<file path="src/rtl/dma_ctl_pkg.sv">
package dma_ctl_pkg;

   localparam int REG_W = 32;
   localparam int LANES = REG_W / 8;

   typedef enum logic [1:0] {
      SZ_BYTE = 2'd0,
      SZ_HALF = 2'd1,
      SZ_WORD = 2'd2,
      SZ_WIDE = 2'd3
   } acc_size_e;

   localparam logic [2:0] OFS_CMD  = 3'd0;
   localparam logic [2:0] OFS_STAT = 3'd2;

   localparam int CMD_GO  = 0;
   localparam int CMD_DIR = 3;
   localparam int ST_ACT  = 0;
   localparam int ST_ERR  = 1;
   localparam int ST_IRQ  = 2;

   function automatic logic [LANES-1:0] lane_mask(acc_size_e sz, logic [1:0] lane);
      logic [LANES-1:0] m;
      case (sz)
         SZ_BYTE: m = LANES'(1) << lane;
         SZ_HALF: m = LANES'(3) << lane;
         default: m = '1;
      endcase
      return m;
   endfunction

   function automatic logic [REG_W-1:0] size_mask(acc_size_e sz);
      logic [REG_W-1:0] m;
      case (sz)
         SZ_BYTE: m = REG_W'(32'h0000_00FF);
         SZ_HALF: m = REG_W'(32'h0000_FFFF);
         default: m = '1;
      endcase
      return m;
   endfunction

endpackage

</file>
<file path="src/rtl/dma_ctl_chan.sv">
module dma_ctl_chan
   import dma_ctl_pkg::*;
(
   input  logic             clk,
   input  logic             rst_n,
   input  logic             wr_cmd,
   input  logic             wr_stat,
   input  logic             wr_base,
   input  acc_size_e        size,
   input  logic [1:0]       lane,
   input  logic [REG_W-1:0] wdata,
   input  logic             done,
   input  logic             err,
   output logic             start_o,
   output logic             dir_o,
   output logic             act_o,
   output logic [7:0]       cmd_o,
   output logic [7:0]       stat_o,
   output logic [REG_W-1:0] base_o,
   output logic [REG_W-1:0] ptr_o
);

   logic             go_q, dir_q, act_q, err_q, irq_q, start_q;
   logic [REG_W-1:0] base_q, ptr_q;
   logic             launch;
   logic [LANES-1:0] lmask;
   logic [REG_W-1:0] shifted, merged;

   assign launch  = wr_cmd & wdata[CMD_GO] & ~act_q;
   assign lmask   = lane_mask(size, lane);
   assign shifted = (size == SZ_BYTE || size == SZ_HALF) ? (wdata << (8 * lane)) : wdata;

   for (genvar i = 0; i < LANES; i++) begin : g_lane
      assign merged[8*i +: 8] = lmask[i] ? shifted[8*i +: 8] : base_q[8*i +: 8];
   end

   always_ff @(posedge clk) begin
      if (!rst_n) begin
         go_q    <= 1'b0;
         dir_q   <= 1'b0;
         act_q   <= 1'b0;
         err_q   <= 1'b0;
         irq_q   <= 1'b0;
         start_q <= 1'b0;
         base_q  <= '0;
         ptr_q   <= '0;
      end else begin
         start_q <= launch;
         if (wr_cmd) begin
            go_q  <= wdata[CMD_GO];
            dir_q <= wdata[CMD_DIR];
         end
         act_q <= (act_q & ~(done | err)) | launch;
         err_q <= err | (err_q & ~(wr_stat & wdata[ST_ERR]));
         irq_q <= done | err | (irq_q & ~(wr_stat & wdata[ST_IRQ]));
         if (wr_base) begin
            base_q <= {merged[REG_W-1:2], 2'b00};
            ptr_q  <= {merged[REG_W-1:2], 2'b00};
         end
      end
   end

   always_comb begin
      cmd_o          = '0;
      cmd_o[CMD_GO]  = go_q;
      cmd_o[CMD_DIR] = dir_q;
      stat_o         = '0;
      stat_o[ST_ACT] = act_q;
      stat_o[ST_ERR] = err_q;
      stat_o[ST_IRQ] = irq_q;
   end

   assign start_o = start_q;
   assign dir_o   = dir_q;
   assign act_o   = act_q;
   assign base_o  = base_q;
   assign ptr_o   = ptr_q;

endmodule

</file>
<file path="src/rtl/dma_ctl_rdmux.sv">
module dma_ctl_rdmux
   import dma_ctl_pkg::*;
#(
   parameter int CH_COUNT = 2,
   parameter bit RD_PIPE  = 1'b1,
   localparam int CH_IW   = (CH_COUNT > 1) ? $clog2(CH_COUNT) : 1
)(
   input  logic                      clk,
   input  logic                      rst_n,
   input  logic                      rd,
   input  logic                      hit,
   input  logic [CH_IW-1:0]          ch_idx,
   input  logic [2:0]                ofs,
   input  acc_size_e                 size,
   input  logic [CH_COUNT*8-1:0]     cmd_all,
   input  logic [CH_COUNT*8-1:0]     stat_all,
   input  logic [CH_COUNT*REG_W-1:0] base_all,
   output logic [REG_W-1:0]          rdata
);

   logic [REG_W-1:0] rval;
   logic [REG_W-1:0] base_sel;
   logic [7:0]       cmd_sel, stat_sel;

   always_comb begin
      base_sel = '0;
      cmd_sel  = '0;
      stat_sel = '0;
      for (int c = 0; c < CH_COUNT; c++) begin
         if (ch_idx == CH_IW'(c)) begin
            base_sel = base_all[c*REG_W +: REG_W];
            cmd_sel  = cmd_all[c*8 +: 8];
            stat_sel = stat_all[c*8 +: 8];
         end
      end
   end

   always_comb begin
      rval = '0;
      if (hit) begin
         if (ofs == OFS_CMD)
            rval = REG_W'(cmd_sel);
         else if (ofs == OFS_STAT)
            rval = REG_W'(stat_sel);
         else if (ofs[2]) begin
            if (size == SZ_BYTE || size == SZ_HALF)
               rval = (base_sel >> (8 * ofs[1:0])) & size_mask(size);
            else
               rval = base_sel;
         end
      end
   end

   if (RD_PIPE) begin : g_pipe
      logic [REG_W-1:0] rdata_q;
      always_ff @(posedge clk) begin
         if (!rst_n)
            rdata_q <= '0;
         else if (rd)
            rdata_q <= rval;
      end
      assign rdata = rdata_q;
   end else begin : g_comb
      assign rdata = rd ? rval : '0;
   end

endmodule

</file>
<file path="src/rtl/dma_ctl_regfile.sv">
module dma_ctl_regfile
   import dma_ctl_pkg::*;
#(
   parameter int CH_COUNT  = 2,
   parameter bit RD_PIPE   = 1'b1,
   localparam int HOST_AW  = 3 + ((CH_COUNT > 1) ? $clog2(CH_COUNT) : 0),
   localparam int CH_IW    = (CH_COUNT > 1) ? $clog2(CH_COUNT) : 1
)(
   input  logic                      clk,
   input  logic                      rst_n,
   input  logic                      host_wr,
   input  logic                      host_rd,
   input  logic [HOST_AW-1:0]        host_addr,
   input  logic [1:0]                host_size,
   input  logic [REG_W-1:0]          host_wdata,
   output logic [REG_W-1:0]          host_rdata,
   output logic [CH_COUNT-1:0]       eng_start,
   output logic [CH_COUNT-1:0]       eng_dir,
   output logic [CH_COUNT*REG_W-1:0] eng_ptr,
   input  logic [CH_COUNT-1:0]       eng_done,
   input  logic [CH_COUNT-1:0]       eng_err
);

   if (CH_COUNT < 1 || CH_COUNT > 8) begin : g_bad_count
      $error("dma_ctl_regfile: CH_COUNT must lie in 1..8");
   end
   if (REG_W != 32) begin : g_bad_width
      $error("dma_ctl_regfile: register width must be 32");
   end

   acc_size_e                 size;
   logic [CH_IW-1:0]          ch_idx;
   logic                      hit;
   logic [2:0]                ofs;
   logic [CH_COUNT-1:0]       wr_cmd_w, wr_stat_w, wr_base_w, act_w;
   logic [CH_COUNT*8-1:0]     cmd_w, stat_w;
   logic [CH_COUNT*REG_W-1:0] base_w;

   assign size = acc_size_e'(host_size);
   assign ofs  = host_addr[2:0];

   if (CH_COUNT > 1) begin : g_multi
      assign ch_idx = host_addr[HOST_AW-1:3];
      assign hit    = (int'(ch_idx) < CH_COUNT);
   end else begin : g_single
      assign ch_idx = 1'b0;
      assign hit    = 1'b1;
   end

   for (genvar c = 0; c < CH_COUNT; c++) begin : g_ch
      logic sel;
      assign sel          = hit && (ch_idx == CH_IW'(c));
      assign wr_cmd_w[c]  = host_wr && sel && (ofs == OFS_CMD);
      assign wr_stat_w[c] = host_wr && sel && (ofs == OFS_STAT);
      assign wr_base_w[c] = host_wr && sel && ofs[2];

      dma_ctl_chan u_chan (
         .clk     (clk),
         .rst_n   (rst_n),
         .wr_cmd  (wr_cmd_w[c]),
         .wr_stat (wr_stat_w[c]),
         .wr_base (wr_base_w[c]),
         .size    (size),
         .lane    (ofs[1:0]),
         .wdata   (host_wdata),
         .done    (eng_done[c]),
         .err     (eng_err[c]),
         .start_o (eng_start[c]),
         .dir_o   (eng_dir[c]),
         .act_o   (act_w[c]),
         .cmd_o   (cmd_w[c*8 +: 8]),
         .stat_o  (stat_w[c*8 +: 8]),
         .base_o  (base_w[c*REG_W +: REG_W]),
         .ptr_o   (eng_ptr[c*REG_W +: REG_W])
      );
   end

   dma_ctl_rdmux #(
      .CH_COUNT (CH_COUNT),
      .RD_PIPE  (RD_PIPE)
   ) u_rdmux (
      .clk      (clk),
      .rst_n    (rst_n),
      .rd       (host_rd),
      .hit      (hit),
      .ch_idx   (ch_idx),
      .ofs      (ofs),
      .size     (size),
      .cmd_all  (cmd_w),
      .stat_all (stat_w),
      .base_all (base_w),
      .rdata    (host_rdata)
   );

endmodule

</file>
<file path="config.mk">
export PLATFORM = sky130hd
export DESIGN_NAME = dma_ctl_regfile
export DESIGN_NICKNAME = d
export VERILOG_FILES = /design/src/rtl/dma_ctl_pkg.sv /design/src/rtl/dma_ctl_chan.sv /design/src/rtl/dma_ctl_rdmux.sv /design/src/rtl/dma_ctl_regfile.sv
export SDC_FILE = /design/constraint.sdc
export NUM_CORES = 1
export LEC_CHECK = 0
export CORE_ASPECT_RATIO = 0.7
export CORE_MARGIN = 8
export CORE_UTILIZATION = 53
export CTS_CLUSTER_DIAMETER = 40
export CTS_CLUSTER_SIZE = 20
export DETAILED_ROUTE_END_ITERATION = 7
export GPL_ROUTABILITY_DRIVEN = 0
export PLACE_DENSITY = 0.87
export SLEW_MARGIN = 40
export SYNTH_ARGS = -nofsm -noshare
export SYNTH_HDL_FRONTEND = slang
export SYNTH_SLANG_ARGS = --single-unit
</file>
<file path="constraint.sdc">
create_clock -name clk -period 2.1 [get_ports clk]
set_input_delay 0.42 -clock clk [delete_from_list [all_inputs] [get_ports clk]]
set_output_delay 0.42 -clock clk [all_outputs]
set_load 0.02 [all_outputs]
</file>
# Word level (Yosys, flattened, before mapping)
# Index checks and enable logic that the tools add are counted.
word_totals:
  register_bits: 104
  in_bits: 46
  out_inout_bits: 100
  elab_cells: 92
op_classes:
  eq_ne: 2
  n_shift: 4
  n_mux: 14
  bitwise: 32
  reduce_logical: 19
ops:
  columns: ["op", "count"]
  rows:
  - ["32-bit two-way mux", 10]
  - ["32-bit one-hot mux with 2 select lines", 1]
  - ["32-bit AND", 1]
  - ["32-bit by 5-bit left shift with 32-bit output", 1]
  - ["32-bit by 5-bit right shift with 32-bit output", 1]
  - ["2-bit AND reduction", 8]
  - ["1-bit AND", 14]
  - ["1-bit inverter", 9]
  - ["1-bit logical AND", 8]
  - ["1-bit OR", 8]
  - ["4-bit one-hot mux with 2 select lines", 1]
  - ["4-bit two-way mux", 1]
  - ["1-bit by 2-bit left shift with 4-bit output (first input constant)", 1]
  - ["2-bit by 2-bit left shift with 4-bit output (first input constant)", 1]
  - ["3-bit by 2-bit == test with 1-bit output (second input constant)", 1]
  - ["3-bit logical NOT", 1]
  - ["3-bit two-way mux", 1]
  - ["2-bit by 1-bit == test with 1-bit output (second input constant)", 1]
  - ["2-bit logical NOT", 1]
  - ["1-bit logical OR", 1]

# Longest topological paths before layout
depth:
  ltp_word: 11
  depth_mapped: 7
  depth_no_buf: 4

# Cells and area by module
# From an unflattened synthesis, not the netlist that was laid out.
unflattened:
  hier_cells: 814
  area_unflattened_um2: 6890.4
modules_own_cells:
  columns: ["mod", "n_inst", "cells_per_inst", "area_each_um2"]
  rows:
  - ["dma_ctl_chan", 2, 278, 2318.5]
  - ["dma_ctl_rdmux", 1, 247, 2199.6]
  - ["dma_ctl_regfile", 1, 11, 53.8]

# Worst setup path after synthesis
# OpenSTA, ideal clock, no wires.
synth_path:
  path_kind: "input -> register"
  startpoint: "input port host_addr[3]"
  endpoint: "register u_rdmux.g_pipe.rdata_q[7] (netlist: u_rdmux.rdata[7])"
  setup_time_ns: 0.074
  t_arrival_ns: 1.485
  required_time_ns: 2.026
  slack_ns: 0.541
  path_stages: 6
  cell_sequence: "buf_6 buf_12 mux2i_1 mux2_2 a211o_1 a31oi_1"
synth_via:
  elab_chain_len: 7
synth_lines:
  columns: ["element", "line_no", "rtl"]
  rows:
  - ["from (decl)", "dma_ctl_regfile.sv:13", "input logic [HOST_AW-1:0] host_addr,"]
  - ["32-bit two-way mux (*)", "dma_ctl_rdmux.sv:30", "if (ch_idx == CH_IW'(c)) begin"]
  - ["32-bit by 5-bit right shift with 32-bit output", "dma_ctl_rdmux.sv:47", "rval = (base_sel >> (8 * ofs[1:0])) & size_mask(size);"]
  - ["32-bit AND", "dma_ctl_rdmux.sv:47", null]
  - ["32-bit two-way mux (*)", "dma_ctl_rdmux.sv:46", "if (size == SZ_BYTE || size == SZ_HALF)"]
  - ["32-bit two-way mux (*)", "dma_ctl_rdmux.sv:45", "else if (ofs[2]) begin"]
  - ["32-bit two-way mux (*)", "dma_ctl_rdmux.sv:43", "else if (ofs == OFS_STAT)"]
  - ["32-bit two-way mux (*)", "dma_ctl_rdmux.sv:41", "if (ofs == OFS_CMD)"]
  - ["to (signal assigned)", "dma_ctl_rdmux.sv:60", "rdata_q <= rval;"]
  - ["to (decl)", "dma_ctl_rdmux.sv:55", "logic [REG_W-1:0] rdata_q;"]
# Mark *: on every way between the ends. The rest lies on a longest branch, timed or not.
# A chain may end at the register's enable or synchronous reset.

# Worst setup path in the final report
layout_path:
  startpoint: "input port host_size[1]"
  endpoint: "register g_ch[0].u_chan.base_q[19]"
layout_via:
  elab_chain_len: 3
  word_cells_on_any_way: 6
  classes_between: "1 x eq/ne; 2 x mux; 3 x reduce/logical"
layout_lines:
  columns: ["element", "line_no", "rtl"]
  rows:
  - ["from (decl)", "dma_ctl_regfile.sv:14", "input logic [1:0] host_size,"]
  - ["2-bit by 1-bit == test with 1-bit output / 2-bit logical NOT (equally long branches)", "dma_ctl_pkg.sv:24, dma_ctl_chan.sv:31", null]
  - ["4-bit one-hot mux with 2 select lines / 1-bit logical OR (equally long branches)", "dma_ctl_pkg.sv:24, dma_ctl_chan.sv:31", null]
  - ["2-bit AND reduction (no line) / 32-bit two-way mux (equally long branches)", null, null]
  - ["to (signal assigned)", "dma_ctl_chan.sv:57", "base_q <= {merged[REG_W-1:2], 2'b00};"]
  - ["to (decl)", "dma_ctl_chan.sv:24", "logic [REG_W-1:0] base_q, ptr_q;"]
# Several ways; a longest one is shown, not always the timed one.

==> flow_summary_export.csv <==
group,metric,value,unit
run_status,status,"finished, final reports clean",
grt,antenna_found_initial,0,
flow_run,drv_cap,0,
timing,tns,0,ns
worst_hold_path,holdCritPathClass,"reg -> reg",
worst_setup_path,cpPeakStageDelay,0.66,ns
synthesis,synth_top_area_share,37.84,%
synthesis,yosysMostFrequentCell,"dfxtp_1",
routing,dr_total_vias,5793,
clock_tree,max-clock-path-buffers,2,
routing,postRouteWirelength,19840,um
floorplan,core,0.01024,sq mm
placement,placed_area,0.007179,sq mm
synthesis,synth_warnings,0,
synthesis,synth.avg_cell_area,8.596,sq um
clock_tree,htreeDepth,3,
timing,worstMarginPinSlew,0.8481,ns
worst_setup_path,crit_path_start_kind,"input pin",
cells_and_area,layout.cells.non_filler,919,
synthesis,synth_top_cell_by_area,"dfxtp_1",
floorplan,start_util,53.73,%
grt,grtUsageTotal,27.73,%
floorplan,fp.dieW,137.8,um
cells_and_area,diodes,0,
placement,dpl.hpwl,14540,um
clock_tree,path_clk_slew,0.08,ns
worst_setup_path,crit_chain,"clkdlybuf4s50_1 > buf_4 > o22ai_1 > a222oi_1 > a21oi_1",
timing,worst_slack,0.05372,ns
synthesis,async_flop_share,0,%
synthesis,ys_top_cells_by_count,"104 x dfxtp_1, 60 x o21ai_0, 50 x nand2_1",
routing,first_pass_iters,7,
clock_tree,clock-root-buffer,"clkbuf_16",
cells_and_area,fillerInstances,715,
timing,maxSlewHeadroom,43.40,%
grt,grt_pass1_wl,30060,um
power,p_per_area,633.5,mW/mm^2
cells_and_area,final_area,0.007507,sq mm
cells_and_area,final_core_util,73.31,%
floorplan,die_area,0.01395,sq mm
routing,first_iter_violations,734,
cells_and_area,final_nets,828,
timing,clock_skew,0.01130,ns
clock_tree,cts_tree,"yes",
floorplan,die_h,101.2,um
clock_tree,clock_latency,0.36,ns
worst_setup_path,arrival,2.28,ns
timing,slew_viol_final,0,
cells_and_area,syn2layout_area_growth,36.46,%
timing,min_period,2.046,ns
clock_tree,cts_sinks,104,
clock_tree,numCtsBuffers,9,
placement,post-place-ws,-0.2390,ns
synthesis,yosysUniqueCellTypes,59,
floorplan,rows,31,
timing,finalCritPeriodShare,97.44,%
worst_setup_path,worst-path-buf-inv,2,
power,peakVddDrop,416.7,uV
synthesis,synth-seq-cells,104,
routing,post-route-drc-count,0,
timing,hold_violations,0,
worst_setup_path,critPathSlowestCell,"clkdlybuf4s50_1",
synthesis,synth_edf_count,0,
floorplan,io_pins,146,
power,p_leak,0.002754,uW
worst_setup_path,critPathKind,"in -> reg",
routing,via_per_inst,6.304,
routing,wl_per_cell,21.59,um
grt,grt_max_degree,78,
worst_setup_path,crit_family,"buffers and inverters",
routing,postRouteAntennaNets,0,
placement,port_buffers,141,
grt,overflow,0,
synthesis,ys_top_cells_by_area,"dfxtp_1 38%, o21ai_0 5.5%, mux2i_1 4.7%, a21oi_1 3.9%, o22ai_1 3.5%",
placement,place_inst,901,
synthesis,synthFlopType,"dfxtp_1",
worst_setup_path,crit_path_max_fanout,24,
synthesis,synth_area,0.005502,sq mm
worst_setup_path,required,2.33,ns
clock_tree,ctsHoldBuffers,0,
synthesis,seq_area_frac_synth,37.84,%
grt,grt_pass1_vias,5516,
synthesis,syn_inst,640,
timing,rsz0062_at_grt,"no",
timing,setup_viol,0,
cells_and_area,final_layout_size_suffix_gt1_share,12.83,%
worst_setup_path,critPathCaptureType,"register",
worst_setup_path,rrSetupSlack,0.48,ns
timing,fmax,488.7,MHz
-- report_power, final --
group | switching (uW) | internal, uW
combinational | 506 | 398
sequential | 49.7 | 2030
clock | 818 | 952
-- cell families after synthesis --
logic type / Yosys count / synth area share [%]
buffers and inverters: 94 / 8.574
and+or+nand+nor: 161 / 16.22
other: 1 / 0.06816
muxes: 42 / 8.005
DFF: 104 / 37.84
AOI/OAI and AO/OA: 238 / 29.29
-- worst paths after layout --
path,startpoint,endpoint,cells after the start
worst max-delay path,host_size[1],g_ch[0].u_chan.base_o[19]$_SDFFE_PN0P_,5
worst min-delay path,g_ch[1].u_chan.act_o$_SDFF_PN0_,g_ch[1].u_chan.start_o$_SDFF_PN0_,1
worst max register to register,g_ch[1].u_chan.base_o[30]$_SDFFE_PN0P_,u_rdmux.rdata[14]$_SDFFE_PN0P_,4
worst min register to register,g_ch[1].u_chan.act_o$_SDFF_PN0_,g_ch[1].u_chan.start_o$_SDFF_PN0_,1
-- cells in the final DEF (no fill, tap or decap), types with 6 or more instances in the layout --
master,synthesis,routed
buf_12,1,8
nor2b_1,30,30
nor2_1,20,20
a21oi_1,43,43
inv_1,31,31
nand2_1,50,50
dfxtp_1,104,104
mux2i_1,26,26
o221ai_1,8,8
clkdlybuf4s50_1,0,138
o21ai_0,60,60
o22ai_1,31,31
a31oi_1,7,7
o21a_1,6,6
clkbuf_16,0,9
nor3b_1,12,12
nand3_1,8,8
a21boi_0,16,16
a2bb2oi_1,7,7
a221oi_1,6,6
o2bb2ai_1,17,17
buf_4,9,42
a222oi_1,8,8
mux2_2,16,16
and2_1,16,16
nand2b_1,8,8
-- through the flow --
step           hold WS, ns  total power, uW
3_5_place_dp        0.4555             2989
2_1_floorplan       0.4240             2593
5_1_grt             0.4886             4878
6_report            0.4614             4755
3_3_place_gp        0.4506             2966
4_1_cts             0.4632             4720
-- per-layer routing --
layer | global-route usage (%) | part of all wire, %
met3 | 9.167 | 14
met1 | 36.99 | 41
met5 | 0 | 0
met2 | 41.05 | 43
met4 | 9.712 | 2.5
-- what timing repair did --
| action | 4_1_cts | 5_1_grt |
|---|---|---|
| endpoints found under the hold margin | 0 | 0 |
| gates resized for setup | 0 | 0 |
| buffers inserted | 0 | 2 |
| endpoints found under the setup margin | 0 | 3 |
-- layout make-up --
| cell class | instances | area [sq um] | area share, % |
|---|---|---|---|
| Sequential cell | 104 | 2082 | 27.73 |
| Inverter | 31 | 116.4 | 1.550 |
| Clock inverter | 7 | 87.58 | 1.167 |
| Timing Repair Buffer | 191 | 1872 | 24.93 |
| Tap cell | 132 | 165.2 | 2.200 |
| Clock buffer | 9 | 225.2 | 3.000 |
| Multi-Input combinational cell | 445 | 2959 | 39.42 |
-- flip-flops by register name, indices dropped and copies added (netlist names) --
name and cells:
g_ch.u_chan.base_o 60, u_rdmux.rdata 32, g_ch.u_chan.act_o 2, g_ch.u_chan.dir_o 2
g_ch.u_chan.err_q 2, g_ch.u_chan.go_q 2, g_ch.u_chan.irq_q 2, g_ch.u_chan.start_o 2
-- worst reg2reg max path: stages, from the launching register on --
cell and delay, ns:
dfxtp_1 0.33, mux2i_1 0.59, o22ai_1 0.14, a221oi_1 0.36
nor2b_1 0.08
Note: power is estimated with default switching activity, not from simulation.
